<file path="src/rtl/tmr_pkg.sv">
package tmr_pkg;

    typedef enum logic [1:0] {
        ACC_LATCH = 2'd0,
        ACC_LO    = 2'd1,
        ACC_HI    = 2'd2,
        ACC_LOHI  = 2'd3
    } acc_e;

    typedef enum logic {
        BYTE_LO = 1'b0,
        BYTE_HI = 1'b1
    } byte_e;

    localparam int MODE_W = 3;

endpackage

</file>
<file path="src/rtl/tmr_ctrl_decode.sv">
module tmr_ctrl_decode
    import tmr_pkg::*;
#(
    parameter int NCH = 3
) (
    input  logic                ctrl_wr,
    input  logic [7:0]          word,
    output logic [NCH-1:0]      cfg_en,
    output logic [NCH-1:0]      latch_en,
    output logic [1:0]          acc,
    output logic [MODE_W-1:0]   mode,
    output logic                bcd
);

    logic [1:0] sel_f;

    assign sel_f = word[7:6];
    assign acc   = word[5:4];
    assign mode  = word[3:1];
    assign bcd   = word[0];

    for (genvar g = 0; g < NCH; g++) begin : g_en
        logic hit;
        assign hit         = ctrl_wr && (sel_f == 2'(g));
        assign cfg_en[g]   = hit && (acc != 2'd0);
        assign latch_en[g] = hit && (acc == 2'd0);
    end

endmodule

</file>
<file path="src/rtl/tmr_chan_port.sv">
module tmr_chan_port
    import tmr_pkg::*;
#(
    parameter int BW = 8
) (
    input  logic                clk,
    input  logic                rst_n,
    input  logic                cfg_en,
    input  logic                latch_en,
    input  logic [1:0]          acc_in,
    input  logic [MODE_W-1:0]   mode_in,
    input  logic                bcd_in,
    input  logic                data_wr,
    input  logic                data_rd,
    input  logic [BW-1:0]       wdata,
    input  logic [2*BW-1:0]     count,
    output logic [MODE_W-1:0]   mode_q,
    output logic                bcd_q,
    output logic                cfg_stb,
    output logic [2*BW-1:0]     reload_q,
    output logic                reload_stb,
    output logic [BW-1:0]       rbyte
);

    localparam int CW = 2 * BW;

    acc_e          fmt_q,  fmt_d;
    byte_e         wtog_q, wtog_d;
    byte_e         rtog_q, rtog_d;
    logic          lat_q,  lat_d;
    logic [CW-1:0] hold_q, hold_d;
    logic [BW-1:0] lo_q,   lo_d;
    logic          commit;
    logic [CW-1:0] commit_val;
    logic [CW-1:0] src;

    // state register
    always_ff @(posedge clk) begin
        if (!rst_n) begin
            fmt_q  <= ACC_LOHI;
            wtog_q <= BYTE_LO;
            rtog_q <= BYTE_LO;
            lat_q  <= 1'b0;
            hold_q <= '0;
            lo_q   <= '0;
        end else begin
            fmt_q  <= fmt_d;
            wtog_q <= wtog_d;
            rtog_q <= rtog_d;
            lat_q  <= lat_d;
            hold_q <= hold_d;
            lo_q   <= lo_d;
        end
    end

    // next state
    always_comb begin
        fmt_d      = fmt_q;
        wtog_d     = wtog_q;
        rtog_d     = rtog_q;
        lat_d      = lat_q;
        hold_d     = hold_q;
        lo_d       = lo_q;
        commit     = 1'b0;
        commit_val = '0;

        if (cfg_en) begin
            fmt_d  = acc_e'(acc_in);
            wtog_d = BYTE_LO;
            rtog_d = BYTE_LO;
            lat_d  = 1'b0;
        end else if (latch_en && !lat_q) begin
            lat_d  = 1'b1;
            hold_d = count;
        end

        if (data_wr) begin
            unique case (fmt_q)
                ACC_LO: begin
                    commit     = 1'b1;
                    commit_val = {{BW{1'b0}}, wdata};
                end
                ACC_HI: begin
                    commit     = 1'b1;
                    commit_val = {wdata, {BW{1'b0}}};
                end
                ACC_LOHI: begin
                    if (wtog_q == BYTE_LO) begin
                        lo_d   = wdata;
                        wtog_d = BYTE_HI;
                    end else begin
                        commit     = 1'b1;
                        commit_val = {wdata, lo_q};
                        wtog_d     = BYTE_LO;
                    end
                end
                default: ;
            endcase
        end

        if (data_rd) begin
            if (fmt_q == ACC_LOHI) begin
                if (rtog_q == BYTE_LO) begin
                    rtog_d = BYTE_HI;
                end else begin
                    rtog_d = BYTE_LO;
                    lat_d  = 1'b0;
                end
            end else begin
                lat_d = 1'b0;
            end
        end
    end

    // outputs
    always_ff @(posedge clk) begin
        if (!rst_n) begin
            mode_q     <= '0;
            bcd_q      <= 1'b0;
            cfg_stb    <= 1'b0;
            reload_q   <= '0;
            reload_stb <= 1'b0;
        end else begin
            cfg_stb    <= cfg_en;
            reload_stb <= commit;
            if (cfg_en) begin
                mode_q <= mode_in;
                bcd_q  <= bcd_in;
            end
            if (commit) begin
                reload_q <= commit_val;
            end
        end
    end

    assign src = lat_q ? hold_q : count;

    always_comb begin
        unique case (fmt_q)
            ACC_HI:   rbyte = src[CW-1:BW];
            ACC_LOHI: rbyte = (rtog_q == BYTE_LO) ? src[BW-1:0] : src[CW-1:BW];
            default:  rbyte = src[BW-1:0];
        endcase
    end


    cfg_stb_src_chk: assert property (@(posedge clk) disable iff (!rst_n)
        cfg_stb |-> $past(cfg_en));


    lohi_commit_chk: assert property (@(posedge clk) disable iff (!rst_n)
        (reload_stb && $past(fmt_q) == ACC_LOHI) |-> $past(wtog_q) == BYTE_HI);


    cfg_toggle_chk: assert property (@(posedge clk) disable iff (!rst_n)
        $past(cfg_en) |-> (wtog_q == BYTE_LO && rtog_q == BYTE_LO));


    latch_hold_chk: assert property (@(posedge clk) disable iff (!rst_n)
        (lat_q && $past(lat_q)) |-> $stable(hold_q));

endmodule

</file>
<file path="src/rtl/tmr_host_regs.sv">
module tmr_host_regs
    import tmr_pkg::*;
#(
    parameter int NCH = 3,
    parameter int BW  = 8
) (
    input  logic                     clk,
    input  logic                     rst_n,
    input  logic                     cs,
    input  logic                     rd,
    input  logic                     wr,
    input  logic [1:0]               addr,
    input  logic [BW-1:0]            wdata,
    output logic [BW-1:0]            rdata,
    input  logic [NCH*2*BW-1:0]      count_in,
    output logic [NCH*MODE_W-1:0]    mode_out,
    output logic [NCH-1:0]           bcd_out,
    output logic [NCH-1:0]           cfg_stb,
    output logic [NCH*2*BW-1:0]      reload_out,
    output logic [NCH-1:0]           reload_stb
);

    localparam int         CW     = 2 * BW;
    localparam logic [1:0] CTRL_A = 2'(NCH);

    logic                ctrl_wr;
    logic [NCH-1:0]      cfg_en, latch_en;
    logic [1:0]          acc;
    logic [MODE_W-1:0]   mode;
    logic                bcd;
    logic [BW-1:0]       rbyte [NCH];

    assign ctrl_wr = cs && wr && (addr == CTRL_A);

    tmr_ctrl_decode #(.NCH(NCH)) i_dec (
        .ctrl_wr  (ctrl_wr),
        .word     (wdata[7:0]),
        .cfg_en   (cfg_en),
        .latch_en (latch_en),
        .acc      (acc),
        .mode     (mode),
        .bcd      (bcd)
    );

    for (genvar g = 0; g < NCH; g++) begin : g_ch
        logic hit;
        assign hit = cs && (addr == 2'(g));

        tmr_chan_port #(.BW(BW)) i_ch (
            .clk        (clk),
            .rst_n      (rst_n),
            .cfg_en     (cfg_en[g]),
            .latch_en   (latch_en[g]),
            .acc_in     (acc),
            .mode_in    (mode),
            .bcd_in     (bcd),
            .data_wr    (hit && wr),
            .data_rd    (hit && rd),
            .wdata      (wdata),
            .count      (count_in[g*CW +: CW]),
            .mode_q     (mode_out[g*MODE_W +: MODE_W]),
            .bcd_q      (bcd_out[g]),
            .cfg_stb    (cfg_stb[g]),
            .reload_q   (reload_out[g*CW +: CW]),
            .reload_stb (reload_stb[g]),
            .rbyte      (rbyte[g])
        );
    end

    always_comb begin
        rdata = '0;
        for (int i = 0; i < NCH; i++) begin
            if (cs && rd && addr == 2'(i)) rdata = rbyte[i];
        end
    end


    cfg_onehot_chk: assert property (@(posedge clk) disable iff (!rst_n)
        $onehot0(cfg_stb));


    reserved_sel_chk: assert property (@(posedge clk) disable iff (!rst_n)
        (cs && wr && addr == CTRL_A && wdata[7:6] == 2'b11) |=> cfg_stb == '0);


    idle_strobe_chk: assert property (@(posedge clk) disable iff (!rst_n)
        (!cs) |=> (reload_stb == '0 && cfg_stb == '0));

endmodule

</file>
<file path="config.mk">
export PLATFORM = sky130hd
export DESIGN_NAME = tmr_host_regs
export DESIGN_NICKNAME = d
export VERILOG_FILES = /design/src/rtl/tmr_pkg.sv /design/src/rtl/tmr_ctrl_decode.sv /design/src/rtl/tmr_chan_port.sv /design/src/rtl/tmr_host_regs.sv
export SDC_FILE = /design/constraint.sdc
export NUM_CORES = 1
export LEC_CHECK = 0
export BUFFER_PORTS_ARGS = -buffer_cell sky130_fd_sc_hd__buf_2
export CAP_MARGIN = 10
export CORE_ASPECT_RATIO = 0.75
export CORE_MARGIN = 2
export CORE_UTILIZATION = 57
export CTS_BUF_LIST = sky130_fd_sc_hd__clkbuf_2
export CTS_CLUSTER_DIAMETER = 30
export DETAILED_ROUTE_END_ITERATION = 10
export PLACE_DENSITY = 0.91
export SYNTH_ARGS = -nofsm -noshare
export SYNTH_HDL_FRONTEND = slang
export SYNTH_SLANG_ARGS = --single-unit
</file>
<file path="constraint.sdc">
create_clock -name clk -period 2.6 [get_ports clk]
set_clock_uncertainty 0.2 [all_clocks]
set_input_delay 0.52 -clock clk [delete_from_list [all_inputs] [get_ports clk]]
set_output_delay 0.52 -clock clk [all_outputs]
set_load 0.02 [all_outputs]
</file>
* Word-level counts from Yosys, hierarchy flattened
Cells that the tools add are included.
** Word-level totals
- Output and inout port bits :: 74
- Latch bits :: 0
- Flip-flop bits (word level) :: 153
- Memories :: 0
- RAM bits :: 0
- Bits in read-only memories :: 0
** Cells by class
- Add/subtract/negate cells :: 0
- Shift operators :: 0
- Reductions and logical operators :: 43
- Equal/unequal tests :: 14
- Multiplexer cells :: 69
- Bitwise gates (word level) :: 6
- $lt $le $gt $ge :: 0
- Divide/modulo/power cells :: 0
- Multipliers :: 0
** Operator list (number)
- 16-bit two-way mux :: 9
- 16-bit case mux with 3 select lines :: 3
- 8-bit two-way mux :: 6
- 8-bit case mux with 2 select lines :: 3
- 1-bit two-way mux :: 45
- 1-bit logical AND :: 27
- 2-bit == test (second input constant) :: 9
- 2-bit by 1-bit == test with 1-bit output (second input constant) :: 5
- 3-bit AND reduction :: 3
- 2-bit zero test :: 3
- 1-bit inverter :: 6
- 1-bit case mux with 2 select lines :: 3
- 2-bit AND reduction :: 3
- 2-bit OR reduction :: 3
- 1-bit zero test :: 3
- 2-bit nonzero test :: 1

* Longest topological paths before layout
- Depth in word-level cells :: 10
- Depth in mapped cells :: 8

* Hierarchy
From an unflattened synthesis, not the netlist that was laid out.
** Second synthesis, totals
- Cells, all modules :: 795
- Area, all modules :: 7288.2 sq um
** By module, submodules not included
- tmr_chan_port :: area an instance 2318.5 sq um, cells an instance 250, times used 3, sequential area each 1021.0 sq um
- tmr_host_regs :: area an instance 229.0 sq um, cells an instance 29, times used 1, sequential area each 0.0 sq um
- tmr_ctrl_decode :: area an instance 103.8 sq um, cells an instance 16, times used 1, sequential area each 0.0 sq um

* Least setup slack after synthesis
Ideal clock, no wire load.
- Kind :: register -> output
- Start point :: register g_ch[1].i_ch.lat_q
- End point :: output port rdata[6]
- Required time :: 1.880 ns
- Slack :: 0.148 ns
- Data arrival time :: 1.732 ns
- Stages on the path, launching flop included :: 7
- Cells stage by stage :: dfxtp_1 clkbuf_1 buf_2 mux2_2 o21ai_0 a21oi_1 a211o_1
** On the way
- Longest elaborated chain between the ends :: 5
** RTL lines
- from (decl) :: RTL line tmr_chan_port.sv:30 : logic lat_q, lat_d;
- from (signal assigned) :: RTL line tmr_chan_port.sv:50 : lat_q <= lat_d;
- 16-bit two-way mux * :: RTL line tmr_chan_port.sv:136 : assign src = lat_q ? hold_q : count;
- 8-bit two-way mux :: RTL line tmr_chan_port.sv:141 : ACC_LOHI: rbyte = (rtog_q == BYTE_LO) ? src[BW-1:0] : src[CW-1:BW];
- 8-bit case mux with 2 select lines * :: RTL line tmr_chan_port.sv:139 : unique case (fmt_q)
- 8-bit two-way mux * (2 in series) :: RTL line tmr_host_regs.sv:73 : if (cs && rd && addr == 2'(i)) rdata = rbyte[i];
- to (decl) :: RTL line tmr_host_regs.sv:14 : output logic [BW-1:0] rdata,
Every way passes the cells marked *; elsewhere a longest branch is shown, timed or not.

* Final worst setup path
- Start point :: register g_ch[1].i_ch.fmt_q[0]
- End point :: output port rdata[6]
** On the way
- Longest elaborated chain between the ends :: 4
** RTL lines
- from (decl) :: RTL line tmr_chan_port.sv:27 : acc_e fmt_q, fmt_d;
- from (signal assigned) :: RTL line tmr_chan_port.sv:47 : fmt_q <= fmt_d;
- 2-bit == test :: RTL line tmr_chan_port.sv:139
- 8-bit case mux with 2 select lines * :: RTL line tmr_chan_port.sv:139
- 8-bit two-way mux * (2 in series) :: RTL line tmr_host_regs.sv:73
Marked as above.

==> flow_summary.json <==
{
  "outcome": "finished with violations",
  "failed_checks": "setup timing",
  "synth_nets": 851,
  "layout_commonest_cell": "dfxtp_1",
  "multi_input_area_mm2": 0.00395,
  "clock-sinks": 153,
  "hold_viol": 0,
  "cp.arrival_ns": 2.58,
  "synth_top_cell_by_area": "dfxtp_1",
  "die_area_mm2": 0.0133,
  "power.leakage_uw": 0.00388,
  "root_buffer": "clkbuf_2",
  "antenna_left": 0,
  "hpwl_mm": 12.7,
  "gp_congestion": 0.847,
  "die_w_um": 133,
  "route.detailed.drc": 0,
  "numCtsBuffers": 17,
  "drive_gt1_share_pct": 33.6,
  "rsz0062_at_grt": "yes",
  "viasPerCell": 6.25,
  "synth_top_area_share_pct": 43.2,
  "clockBufferDepth": 2,
  "cp_max_fo": 8,
  "fmax_ghz": 0.303,
  "final_cell_mix": "144 x dfxtp_1, 128 x buf_2, 122 x nor2_1",
  "grt_pass1_vias": 6638,
  "antenna_found_initial": 2,
  "synth_cell_type_count": 42,
  "synth_area_leaders": "dfxtp_1 43%, mux2i_1 14%, nor2_1 6.5%",
  "period_share_pct": 127,
  "grt_max_degree": 45,
  "ioPinCount": 137,
  "totalWireLength_mm": 24.4,
  "clkLatencyLatePin_ns": 0.80,
  "min_period_ns": 3.30,
  "seq_area_frac_synth_pct": 43.2,
  "slew_headroom_pct": 52.3,
  "port_buffers": 136,
  "tightest_slew_ns": 0.707,
  "ir_drop_v": 0.000428,
  "yosys_warnings": 0,
  "fillCellCount": 744,
  "wl_per_cell_um": 21.3,
  "coreArea_mm2": 0.0122,
  "finalPower_uw": 4610,
  "syn_to_final_growth_pct": 33.7,
  "synth_seq_cells": 153,
  "dr.first_iter.drc_count": 800,
  "end_kind": "output pin",
  "vias": 7166,
  "rows": 35,
  "grt_pass1_wl_mm": 34.1,
  "syn_area_per_cell_um2": 9.14,
  "critPathLaunchType": "flip-flop",
  "synthCells": 775,
  "worst_ep_required_time_ns": 1.88,
  "hold_class": "input pin to flip-flop",
  "overflow": 0,
  "clkTransAtPathRegs_ns": 0.29,
  "layout_setup_ws_ns": -0.704,
  "drv_cap": 0,
  "htree_levels": 4,
  "seq_area_mm2": 0.00310,
  "finalNetCount": 1042,
  "die_y_um": 101,
  "syn_area_mm2": 0.00708,
  "dp_slack_ns": 0.170,
  "initial_core_util_pct": 58.0,
  "p_per_area_mw_per_mm2": 487,
  "grtUsageTotal_pct": 32.7,
  "crit_type": "flip-flop to output pin",
  "cts_tree": "built",
  "firstDrtPassIters": 6,
  "setup_violations": 8,
  "drv_slew": 0
}
## path summary, 6_finish.rpt
check	cells past startpoint	startpoint	endpoint	slack, ns
setup / recovery	7	g_ch[1].i_ch.fmt_q[0]	rdata[6]	-0.70
setup reg to reg	6	g_ch[2].i_ch.fmt_q[1]	g_ch[2].i_ch.reload_q[5]	0.28
hold reg to reg	2	g_ch[0].i_ch.reload_q[9]	g_ch[0].i_ch.reload_q[9]	0.27
hold / removal	3	addr[0]	g_ch[1].i_ch.cfg_stb	0.08
## critical path: stages (launching register included)
cell and delay (ns):
dfxtp_4 0.46, inv_4 0.05, ha_4 0.18, buf_6 0.15, o21ai_0 0.34, a21oi_1 0.15, a211o_1 0.31, buf_6 0.14
## layer usage
| metal | routed length [µm] | track usage, % |
|---|---|---|
| met4 | 1640 | 19.3 |
| met2 | 11000 | 54.1 |
| met5 | 0 | 0 |
| met1 | 9220 | 38.6 |
| met3 | 2510 | 8.65 |
## where the power goes
part           leakage, µW  switching, µW  internal [µW]
sequential         0.00124           14.7           2360
clock             0.000182           1010            683
combinational      0.00247            298            237
## through the flow
step	instance area (µm²)	hold slack (ns)	setup TNS (ns)	instances	utilization (%)
2_1_floorplan	7080	0.254	0	775	-
3_3_place_gp	7960	0.238	0	1040	65.1
3_5_place_dp	7960	0.243	0	1040	65.1
4_1_cts	9160	0.0160	-3.06	1135	75.0
5_1_grt	9470	0.0670	-4.55	1146	77.5
6_report	9470	0.0780	-4.53	1146	77.5
## cells by family (layout without fill, tap and decap cells)
group                      Yosys count  in the layout  share of synthesized area [%]
buffers and inverters               84            287                           5.56
AOI/OAI and AO/OA                  137            137                           12.2
muxes                              133            133                           19.4
adders and majority gates           13             13                           2.30
other                                0              1                              0
DFF                                153            153                           43.2
and+or+nand+nor                    255            256                           17.3
## sequential cells by signal (all words and copies together), names as in the netlist
signal                count
g_ch.i_ch.bcd_q           3
g_ch.i_ch.fmt_q           6
g_ch.i_ch.lo_q           24
g_ch.i_ch.mode_q          9
g_ch.i_ch.reload_stb      3
g_ch.i_ch.cfg_stb         3
g_ch.i_ch.hold_q         48
g_ch.i_ch.reload_q       48
g_ch.i_ch.wtog_q          3
g_ch.i_ch.rtog_q          3
g_ch.i_ch.lat_q           3
## timing repair
item	in CTS	in global routing
hold buffers	59	0
endpoints found under the setup margin	8	8
pin swaps	11	15
gates resized for setup	102	58
buffers inserted	6	8
hold endpoints to repair	101	0
gates cloned	1	2
## synth_stat cells
cell,number
nand4b_1,4
nor4_4,2
nor3_2,1
inv_1,9
nand4bb_1,1
a221oi_1,24
mux2_2,33
inv_2,1
nor4bb_1,1
nor4_1,1
buf_4,11
buf_2,11
or2_2,4
or2_1,1
clkbuf_2,1
and3_1,2
nor3_1,37
dfxtp_1,153
nand2b_1,1
nor2b_1,4
buf_1,5
nor4_2,1
o21ai_0,40
nor4b_4,1
o22ai_1,8
nand4_4,1
and2_1,5
ha_1,13
or3_1,5
a211o_1,9
nor3b_1,1
and4bb_2,1
a21oi_1,45
nand3_1,24
a221o_1,6
o21a_1,5
nor2_1,123
nand3b_1,1
nand2_1,33
buf_6,3
mux2i_1,100
clkbuf_1,43
## area by class of cell
type                            count  area share (%)
Clock buffer                       17           0.899
Sequential cell                   153            32.7
Tap cell                          166            2.19
Clock inverter                     15            2.37
Multi-Input combinational cell    539            41.7
Timing Repair Buffer              245            19.6
Inverter                           10           0.476
Antenna cell                        1          0.0264
Note: power is estimated with default switching activity, not from simulation.
